===== src/rtl/wms_pkg.sv =====
package wms_pkg;
  typedef enum logic [1:0] {
    FK_BODY = 2'd0,
    FK_HEAD = 2'd1,
    FK_TAIL = 2'd2
  } flit_kind_e;
endpackage


===== src/rtl/wms_msg_reg.sv =====
module wms_msg_reg #(
  parameter int FLIT_W  = 32,
  parameter int ADDR_W  = 8,
  parameter int ID_W    = 6,
  parameter int MAX_PAY = 4,
  localparam int LEN_W  = $clog2(MAX_PAY + 1),
  localparam int PAY_W  = MAX_PAY * FLIT_W
) (
  input  logic              clk,
  input  logic              rst_n,
  input  logic              take,
  input  logic [ID_W-1:0]   in_id,
  input  logic [ADDR_W-1:0] in_src,
  input  logic [ADDR_W-1:0] in_dst,
  input  logic [LEN_W-1:0]  in_len,
  input  logic [PAY_W-1:0]  in_payload,
  output logic [ID_W-1:0]   q_id,
  output logic [ADDR_W-1:0] q_src,
  output logic [ADDR_W-1:0] q_dst,
  output logic [LEN_W-1:0]  q_len,
  output logic [PAY_W-1:0]  q_payload
);
  // Effective payload count: at least one flit, at most MAX_PAY.
  function automatic logic [LEN_W-1:0] clamp_len(input logic [LEN_W-1:0] req);
    if (req == '0)                    return LEN_W'(1);
    else if (req > LEN_W'(MAX_PAY))   return LEN_W'(MAX_PAY);
    else                              return req;
  endfunction

  always_ff @(posedge clk) begin
    if (!rst_n) begin
      q_id      <= '0;
      q_src     <= '0;
      q_dst     <= '0;
      q_len     <= LEN_W'(1);
      q_payload <= '0;
    end else if (take) begin
      q_id      <= in_id;
      q_src     <= in_src;
      q_dst     <= in_dst;
      q_len     <= clamp_len(in_len);
      q_payload <= in_payload;
    end
  end
endmodule


===== src/rtl/wms_header_pack.sv =====
module wms_header_pack #(
  parameter int FLIT_W  = 32,
  parameter int ADDR_W  = 8,
  parameter int ID_W    = 6,
  parameter int MAX_PAY = 4,
  localparam int LEN_W  = $clog2(MAX_PAY + 1)
) (
  input  logic [ID_W-1:0]   id,
  input  logic [ADDR_W-1:0] src,
  input  logic [ADDR_W-1:0] dst,
  input  logic [LEN_W-1:0]  len,
  output logic [FLIT_W-1:0] header
);
  localparam int SRC_LSB = ADDR_W;
  localparam int ID_LSB  = 2 * ADDR_W;
  localparam int LEN_LSB = ID_LSB + ID_W;

  // Fields placed from the low end upward; unused high bits are zero.
  function automatic logic [FLIT_W-1:0] build_header(
    input logic [ID_W-1:0] f_id, input logic [ADDR_W-1:0] f_src,
    input logic [ADDR_W-1:0] f_dst, input logic [LEN_W-1:0] f_len);
    logic [FLIT_W-1:0] h;
    h = '0;
    h[ADDR_W-1:0]              = f_dst;
    h[SRC_LSB +: ADDR_W]       = f_src;
    h[ID_LSB  +: ID_W]         = f_id;
    h[LEN_LSB +: LEN_W]        = f_len;
    return h;
  endfunction

  assign header = build_header(id, src, dst, len);
endmodule


===== src/rtl/wms_payload_slicer.sv =====
module wms_payload_slicer #(
  parameter int FLIT_W  = 32,
  parameter int MAX_PAY = 4,
  localparam int LEN_W  = $clog2(MAX_PAY + 1),
  localparam int PAY_W  = MAX_PAY * FLIT_W
) (
  input  logic [PAY_W-1:0]  payload,
  input  logic [LEN_W-1:0]  idx,
  output logic [FLIT_W-1:0] word
);
  logic [FLIT_W-1:0] slices [MAX_PAY];

  for (genvar g = 0; g < MAX_PAY; g++) begin : g_slice
    assign slices[g] = payload[g*FLIT_W +: FLIT_W];
  end

  // Flit index 1 selects payload word 0, and so on.
  always_comb begin
    word = '0;
    for (int k = 0; k < MAX_PAY; k++) begin
      if (idx == LEN_W'(k + 1)) word = slices[k];
    end
  end
endmodule


===== src/rtl/wms_flit_seq.sv =====
module wms_flit_seq
  import wms_pkg::*;
#(
  parameter int MAX_PAY = 4,
  localparam int LEN_W  = $clog2(MAX_PAY + 1)
) (
  input  logic             clk,
  input  logic             rst_n,
  input  logic             take,
  input  logic             link_ready,
  input  logic [LEN_W-1:0] len_q,
  output logic             busy,
  output logic [LEN_W-1:0] idx,
  output logic             fire,
  output logic             last,
  output flit_kind_e       kind
);
  assign fire = busy && link_ready;
  assign last = busy && (idx == len_q);

  always_comb begin
    if (!busy)           kind = FK_BODY;
    else if (idx == '0)  kind = FK_HEAD;
    else if (last)       kind = FK_TAIL;
    else                 kind = FK_BODY;
  end

  always_ff @(posedge clk) begin
    if (!rst_n) begin
      busy <= 1'b0;
      idx  <= '0;
    end else if (take) begin
      busy <= 1'b1;
      idx  <= '0;
    end else if (fire) begin
      if (last) begin
        busy <= 1'b0;
        idx  <= '0;
      end else begin
        idx  <= idx + LEN_W'(1);
      end
    end
  end
endmodule


===== src/rtl/wide_msg_serializer.sv =====
module wide_msg_serializer
  import wms_pkg::*;
#(
  parameter int FLIT_W  = 32,
  parameter int ADDR_W  = 8,
  parameter int ID_W    = 6,
  parameter int MAX_PAY = 4,
  localparam int LEN_W  = $clog2(MAX_PAY + 1),
  localparam int PAY_W  = MAX_PAY * FLIT_W
) (
  input  logic              clk,
  input  logic              rst_n,
  input  logic              msg_valid,
  output logic              msg_ready,
  input  logic [ID_W-1:0]   msg_id,
  input  logic [ADDR_W-1:0] msg_src,
  input  logic [ADDR_W-1:0] msg_dst,
  input  logic [LEN_W-1:0]  msg_len,
  input  logic [PAY_W-1:0]  msg_payload,
  output logic              flit_valid,
  input  logic              flit_ready,
  output logic [FLIT_W-1:0] flit_data,
  output logic              flit_head,
  output logic              flit_tail
);
  // Named internal events, brought out for the checker.
  logic              take;
  logic              fire;
  logic              last;
  logic              busy;
  logic [LEN_W-1:0]  idx;
  flit_kind_e        kind;

  logic [ID_W-1:0]   q_id;
  logic [ADDR_W-1:0] q_src;
  logic [ADDR_W-1:0] q_dst;
  logic [LEN_W-1:0]  q_len;
  logic [PAY_W-1:0]  q_payload;
  logic [FLIT_W-1:0] hdr_word;
  logic [FLIT_W-1:0] pay_word;

  assign take = msg_valid && msg_ready;

  wms_msg_reg #(.FLIT_W(FLIT_W), .ADDR_W(ADDR_W), .ID_W(ID_W), .MAX_PAY(MAX_PAY)) u_msg (
    .clk(clk), .rst_n(rst_n), .take(take),
    .in_id(msg_id), .in_src(msg_src), .in_dst(msg_dst),
    .in_len(msg_len), .in_payload(msg_payload),
    .q_id(q_id), .q_src(q_src), .q_dst(q_dst),
    .q_len(q_len), .q_payload(q_payload)
  );

  wms_flit_seq #(.MAX_PAY(MAX_PAY)) u_seq (
    .clk(clk), .rst_n(rst_n), .take(take), .link_ready(flit_ready),
    .len_q(q_len), .busy(busy), .idx(idx), .fire(fire),
    .last(last), .kind(kind)
  );

  wms_header_pack #(.FLIT_W(FLIT_W), .ADDR_W(ADDR_W), .ID_W(ID_W), .MAX_PAY(MAX_PAY)) u_hdr (
    .id(q_id), .src(q_src), .dst(q_dst), .len(q_len), .header(hdr_word)
  );

  wms_payload_slicer #(.FLIT_W(FLIT_W), .MAX_PAY(MAX_PAY)) u_slc (
    .payload(q_payload), .idx(idx), .word(pay_word)
  );

  assign msg_ready  = !busy;
  assign flit_valid = busy;
  assign flit_head  = (kind == FK_HEAD);
  assign flit_tail  = (kind == FK_TAIL);
  assign flit_data  = (kind == FK_HEAD) ? hdr_word : pay_word;
endmodule


===== config.mk =====
export PLATFORM = sky130hd
export DESIGN_NAME = wide_msg_serializer
export DESIGN_NICKNAME = d
export VERILOG_FILES = /design/src/rtl/wms_pkg.sv /design/src/rtl/wms_msg_reg.sv /design/src/rtl/wms_header_pack.sv /design/src/rtl/wms_payload_slicer.sv /design/src/rtl/wms_flit_seq.sv /design/src/rtl/wide_msg_serializer.sv
export SDC_FILE = /design/constraint.sdc
export NUM_CORES = 1
export LEC_CHECK = 0
export ABC_AREA = 1
export BUFFER_PORTS_ARGS = -buffer_cell sky130_fd_sc_hd__buf_2
export CORE_ASPECT_RATIO = 1.75
export CORE_MARGIN = 2
export CORE_UTILIZATION = 40
export DETAILED_ROUTE_END_ITERATION = 8
export PLACE_DENSITY_LB_ADDON = 0.3
export SLEW_MARGIN = 20
export SYNTH_ARGS = -nofsm -noshare
export SYNTH_HDL_FRONTEND = slang
export SYNTH_SLANG_ARGS = --single-unit
export TNS_END_PERCENT = 1

===== constraint.sdc =====
create_clock -name clk -period 3.7 [get_ports clk]
set_input_delay 0.37 -clock clk [delete_from_list [all_inputs] [get_ports clk]]
set_output_delay 0.37 -clock clk [all_outputs]
set_load 0.03 [all_outputs]

==> flow_metrics.py <==
metrics = {
    "detailed_routing": {
        "vias": 7320,
        "wl_per_cell_um": 15.1,
        "routed_via_density": 4.84,
        "initialDrtViolationCount": 441,
        "firstDrtPassIters": 5,
        "drc": 0,
        "wl_um": 22800,
        "postRouteAntennaNets": 0,
    },
    "synth": {
        "yosys_warnings": 0,
        "ys_seq_elements": 157,
        "synth_area_sq_mm": 0.00718,
        "syn_inst": 1120,
        "syn_avg_cell_area_sq_um": 6.41,
        "synth_cell_type_count": 22,
        "synthesis.nets": 1282,
        "seq_area_frac_synth_pct": 43.8,
    },
    "finish": {
        "final_nets": 1430,
        "fin_util_pct": 50.1,
        "drive_gt1_share_pct": 19.0,
        "nFillCells": 1863,
        "syn_to_final_growth_pct": 22.5,
    },
    "timing": {
        "rsz0062_at_grt": "false",
        "fin_setup_tns_ns": 0,
        "slew-limit-headroom_pct": 50.8,
        "fmax_mhz": 328,
        "maxSlewViolCount": 0,
        "fin_crit_sh_pct": 82.4,
        "setup_viol": 0,
        "fin_crit_ns": 3.05,
        "worstMarginPinSlew_ns": 0.739,
        "finClkSkew_ns": 0.00583,
        "hold_viol": 0,
    },
    "grt": {
        "busiest_layer": "met2",
        "antenna_found_initial": 1,
        "met2_usage_pct": 43.3,
        "gr-usage-all-layers_pct": 23.8,
        "grt-ovfl-total": 0,
        "first_global_vias": 6963,
        "grt_use_met3_pct": 3.54,
        "grtUsageMet1_pct": 24.9,
        "grt_pass1_wl_um": 35000,
        "grt_max_degree": 86,
    },
    "critical_path": {
        "r2r-end": "u_msg.q_payload[0]",
        "r2r_start": "u_seq.busy",
        "critPathMaxFanout": 30,
        "cp.arrival_ns": 2.68,
        "worst-setup-path-type": "reg2out",
        "rr_worst_depth": 5,
        "cp.required_ns": 3.33,
        "r2r_slack_ns": 1.48,
        "crit_path_end_kind": "primary output",
        "startpoint_type": "register",
    },
    "clock_tree": {
        "clock_sinks": 157,
        "cts_made_buffers": 17,
        "cts_tree": "done",
        "clock_latency_ns": 0.42,
        "postCtsSetupRepairBufs": 0,
        "cts_buffer_depth": 2,
        "cts_root_buf": "clkbuf_16",
        "clk_pin_slew_worst_paths_ns": 0.07,
        "cts.repair.resized": 0,
        "hold_buffers": 0,
        "htreeDepth": 4,
    },
    "floorplanning": {
        "row_count": 64,
        "coreArea_sq_mm": 0.0175,
        "dieWidth_um": 105,
        "dieArea_sq_mm": 0.0191,
        "ios": 193,
        "initial_core_util_pct": 40.9,
        "die_y_um": 181,
    },
    "pwr": {
        "p_seq_share_pct": 45.8,
        "p_leak_nw": 4.42,
        "vdd_drop_max_mv": 0.253,
        "comb_power_share_pct": 12.6,
        "swShare_pct": 27.6,
        "p_clk_share_pct": 41.6,
        "power_switching_mw": 1.14,
        "p_int_mw": 3.00,
        "p_per_area_mw_per_mm2": 471,
    },
    "place": {
        "dp_hpwl_um": 16300,
        "place_congestion": 0.886,
        "io_buffers": 192,
    },
    "job": {
        "maxCapViolCount": 0,
    },
    "worst_hold_path": {
        "holdPathStages": 3,
        "hp-start": "msg_payload[60]",
        "hp-class": "in2reg",
        "hold_path_end": "u_msg.q_payload[60]",
    },
    "outcome": {
        "status": "finished, final reports clean",
    },
}
critical path, stage by stage, from the launching register on:
cell and delay, ns:
dfxtp_1 0.34, inv_1 0.14, ha_1 0.20, nand2_1 0.06, inv_1 0.07, nand2_2 0.32
inv_1 0.32, buf_4 0.34, nand2_1 0.15, nand2_1 0.10, buf_2 0.19
worst max-delay path by stage:
stage,slack (ns),to,depth (start not counted),start
after floorplan,1.60,flit_data[25],8,u_seq.idx[0]
after global placement,1.11,flit_data[1],10,u_seq.idx[0]
after detailed placement,1.12,flit_data[1],10,u_seq.idx[0]
after CTS,0.66,flit_data[1],10,u_seq.idx[0]
after global routing,0.48,flit_data[4],10,u_seq.idx[0]
final,0.65,flit_data[1],10,u_seq.idx[0]
layer usage:
layer	wire (um)	part of all wire, %
met2	12000	52
met5	0	0
met1	8610	38
met4	1330	5.8
met3	932	4.1
flip-flops by register name, summed over array words and instances (netlist names):
| name | cells |
|---|---|
| u_msg.q_dst | 8 |
| u_msg.q_id | 6 |
| u_msg.q_len | 3 |
| u_msg.q_payload | 128 |
| u_msg.q_src | 8 |
| u_seq.busy | 1 |
| u_seq.idx | 3 |
cells by family (layout without fill, tap and decap cells):
| group | after synthesis | in the layout | share of synthesized area, % |
|---|---|---|---|
| AOI/OAI and AO/OA | 196 | 196 | 13.8 |
| and+or+nand+nor | 618 | 618 | 33.1 |
| buffers and inverters | 143 | 304 | 8.30 |
| xor gates and xnor gates | 1 | 1 | 0.122 |
| DFF | 157 | 157 | 43.8 |
| adders and majority gates | 5 | 5 | 0.872 |
| other | 0 | 1 | 0 |
power groups by stage:
| stage | logic, mW | clock network [mW] | registers (mW) |
|---|---|---|---|
| after detailed placement | 0.524 | 0 | 1.93 |
| final | 0.522 | 1.72 | 1.90 |
| after CTS | 0.526 | 1.76 | 1.90 |
| after global placement | 0.519 | 0 | 1.93 |
| after floorplan | 0.347 | 0 | 1.92 |
| after global routing | 0.596 | 1.83 | 1.91 |
layout by cell type (no fill, tap or decap):
cell type / n
nor2_1: 311
nand2_1: 260
buf_2: 191
o21ai_0: 182
dfxtp_1: 157
inv_1: 64
nand3_1: 40
clkbuf_16: 17
buf_4: 13
a21oi_1: 10
ha_1: 5
inv_6: 5
clkinvlp_4: 3
nand2_2: 2
nor2_2: 2
o211ai_1: 2
clkinv_4: 2
clkbuf_8: 2
diode_2: 1
inv_2: 1
clkinv_1: 1
or2_2: 1
o21ai_1: 1
xnor2_1: 1
nor3_1: 1
nand2_4: 1
inv_4: 1
o21bai_1: 1
clkbuf_1: 1
bufinv_16: 1
inv_8: 1
buf_12: 1
through the flow:
| stage | worst slack [ns] | instances | instance area, sq um | hold slack [ns] | power [mW] |
|---|---|---|---|---|---|
| after global routing | 0.483 | 1513 | 8790 | 0.199 | 4.33 |
| after global placement | 1.11 | 1480 | 8210 | 0.458 | 2.45 |
| after CTS | 0.657 | 1512 | 8790 | 0.185 | 4.18 |
| after floorplan | 1.60 | 1120 | 7180 | 0.447 | 2.26 |
| final | 0.652 | 1513 | 8790 | 0.197 | 4.14 |
| after detailed placement | 1.12 | 1480 | 8210 | 0.467 | 2.46 |
area by class of cell:
type,count,area [sq um],share of cell area (%)
Inverter,67,254,2.89
Clock inverter,12,125,1.42
Clock buffer,20,457,5.19
Timing Repair Buffer,205,1070,12.2
Antenna cell,1,2.50,0.0285
Tap cell,231,289,3.29
Sequential cell,157,3140,35.7
Multi-Input combinational cell,820,3450,39.2
Yosys cell counts:
| library cell | count | area, sq um |
|---|---|---|
| nor3_1 | 1 | 5.00 |
| ha_1 | 5 | 62.6 |
| clkbuf_1 | 34 | 128 |
| nand2_1 | 261 | 980 |
| clkbuf_4 | 2 | 15.0 |
| buf_4 | 2 | 15.0 |
| or2_2 | 1 | 6.26 |
| buf_1 | 3 | 11.3 |
| xnor2_1 | 1 | 8.76 |
| clkinv_1 | 1 | 3.75 |
| o21ai_1 | 1 | 5.00 |
| inv_1 | 64 | 240 |
| o211ai_1 | 2 | 15.0 |
| nand3_1 | 40 | 200 |
| a21oi_1 | 10 | 50.1 |
| inv_2 | 2 | 7.51 |
| o21ai_0 | 182 | 911 |
| nand2_2 | 2 | 12.5 |
| o21bai_1 | 1 | 7.51 |
| dfxtp_1 | 157 | 3140 |
| nor2_1 | 313 | 1170 |
| buf_2 | 35 | 175 |
Note: power is estimated with default switching activity, not from simulation.
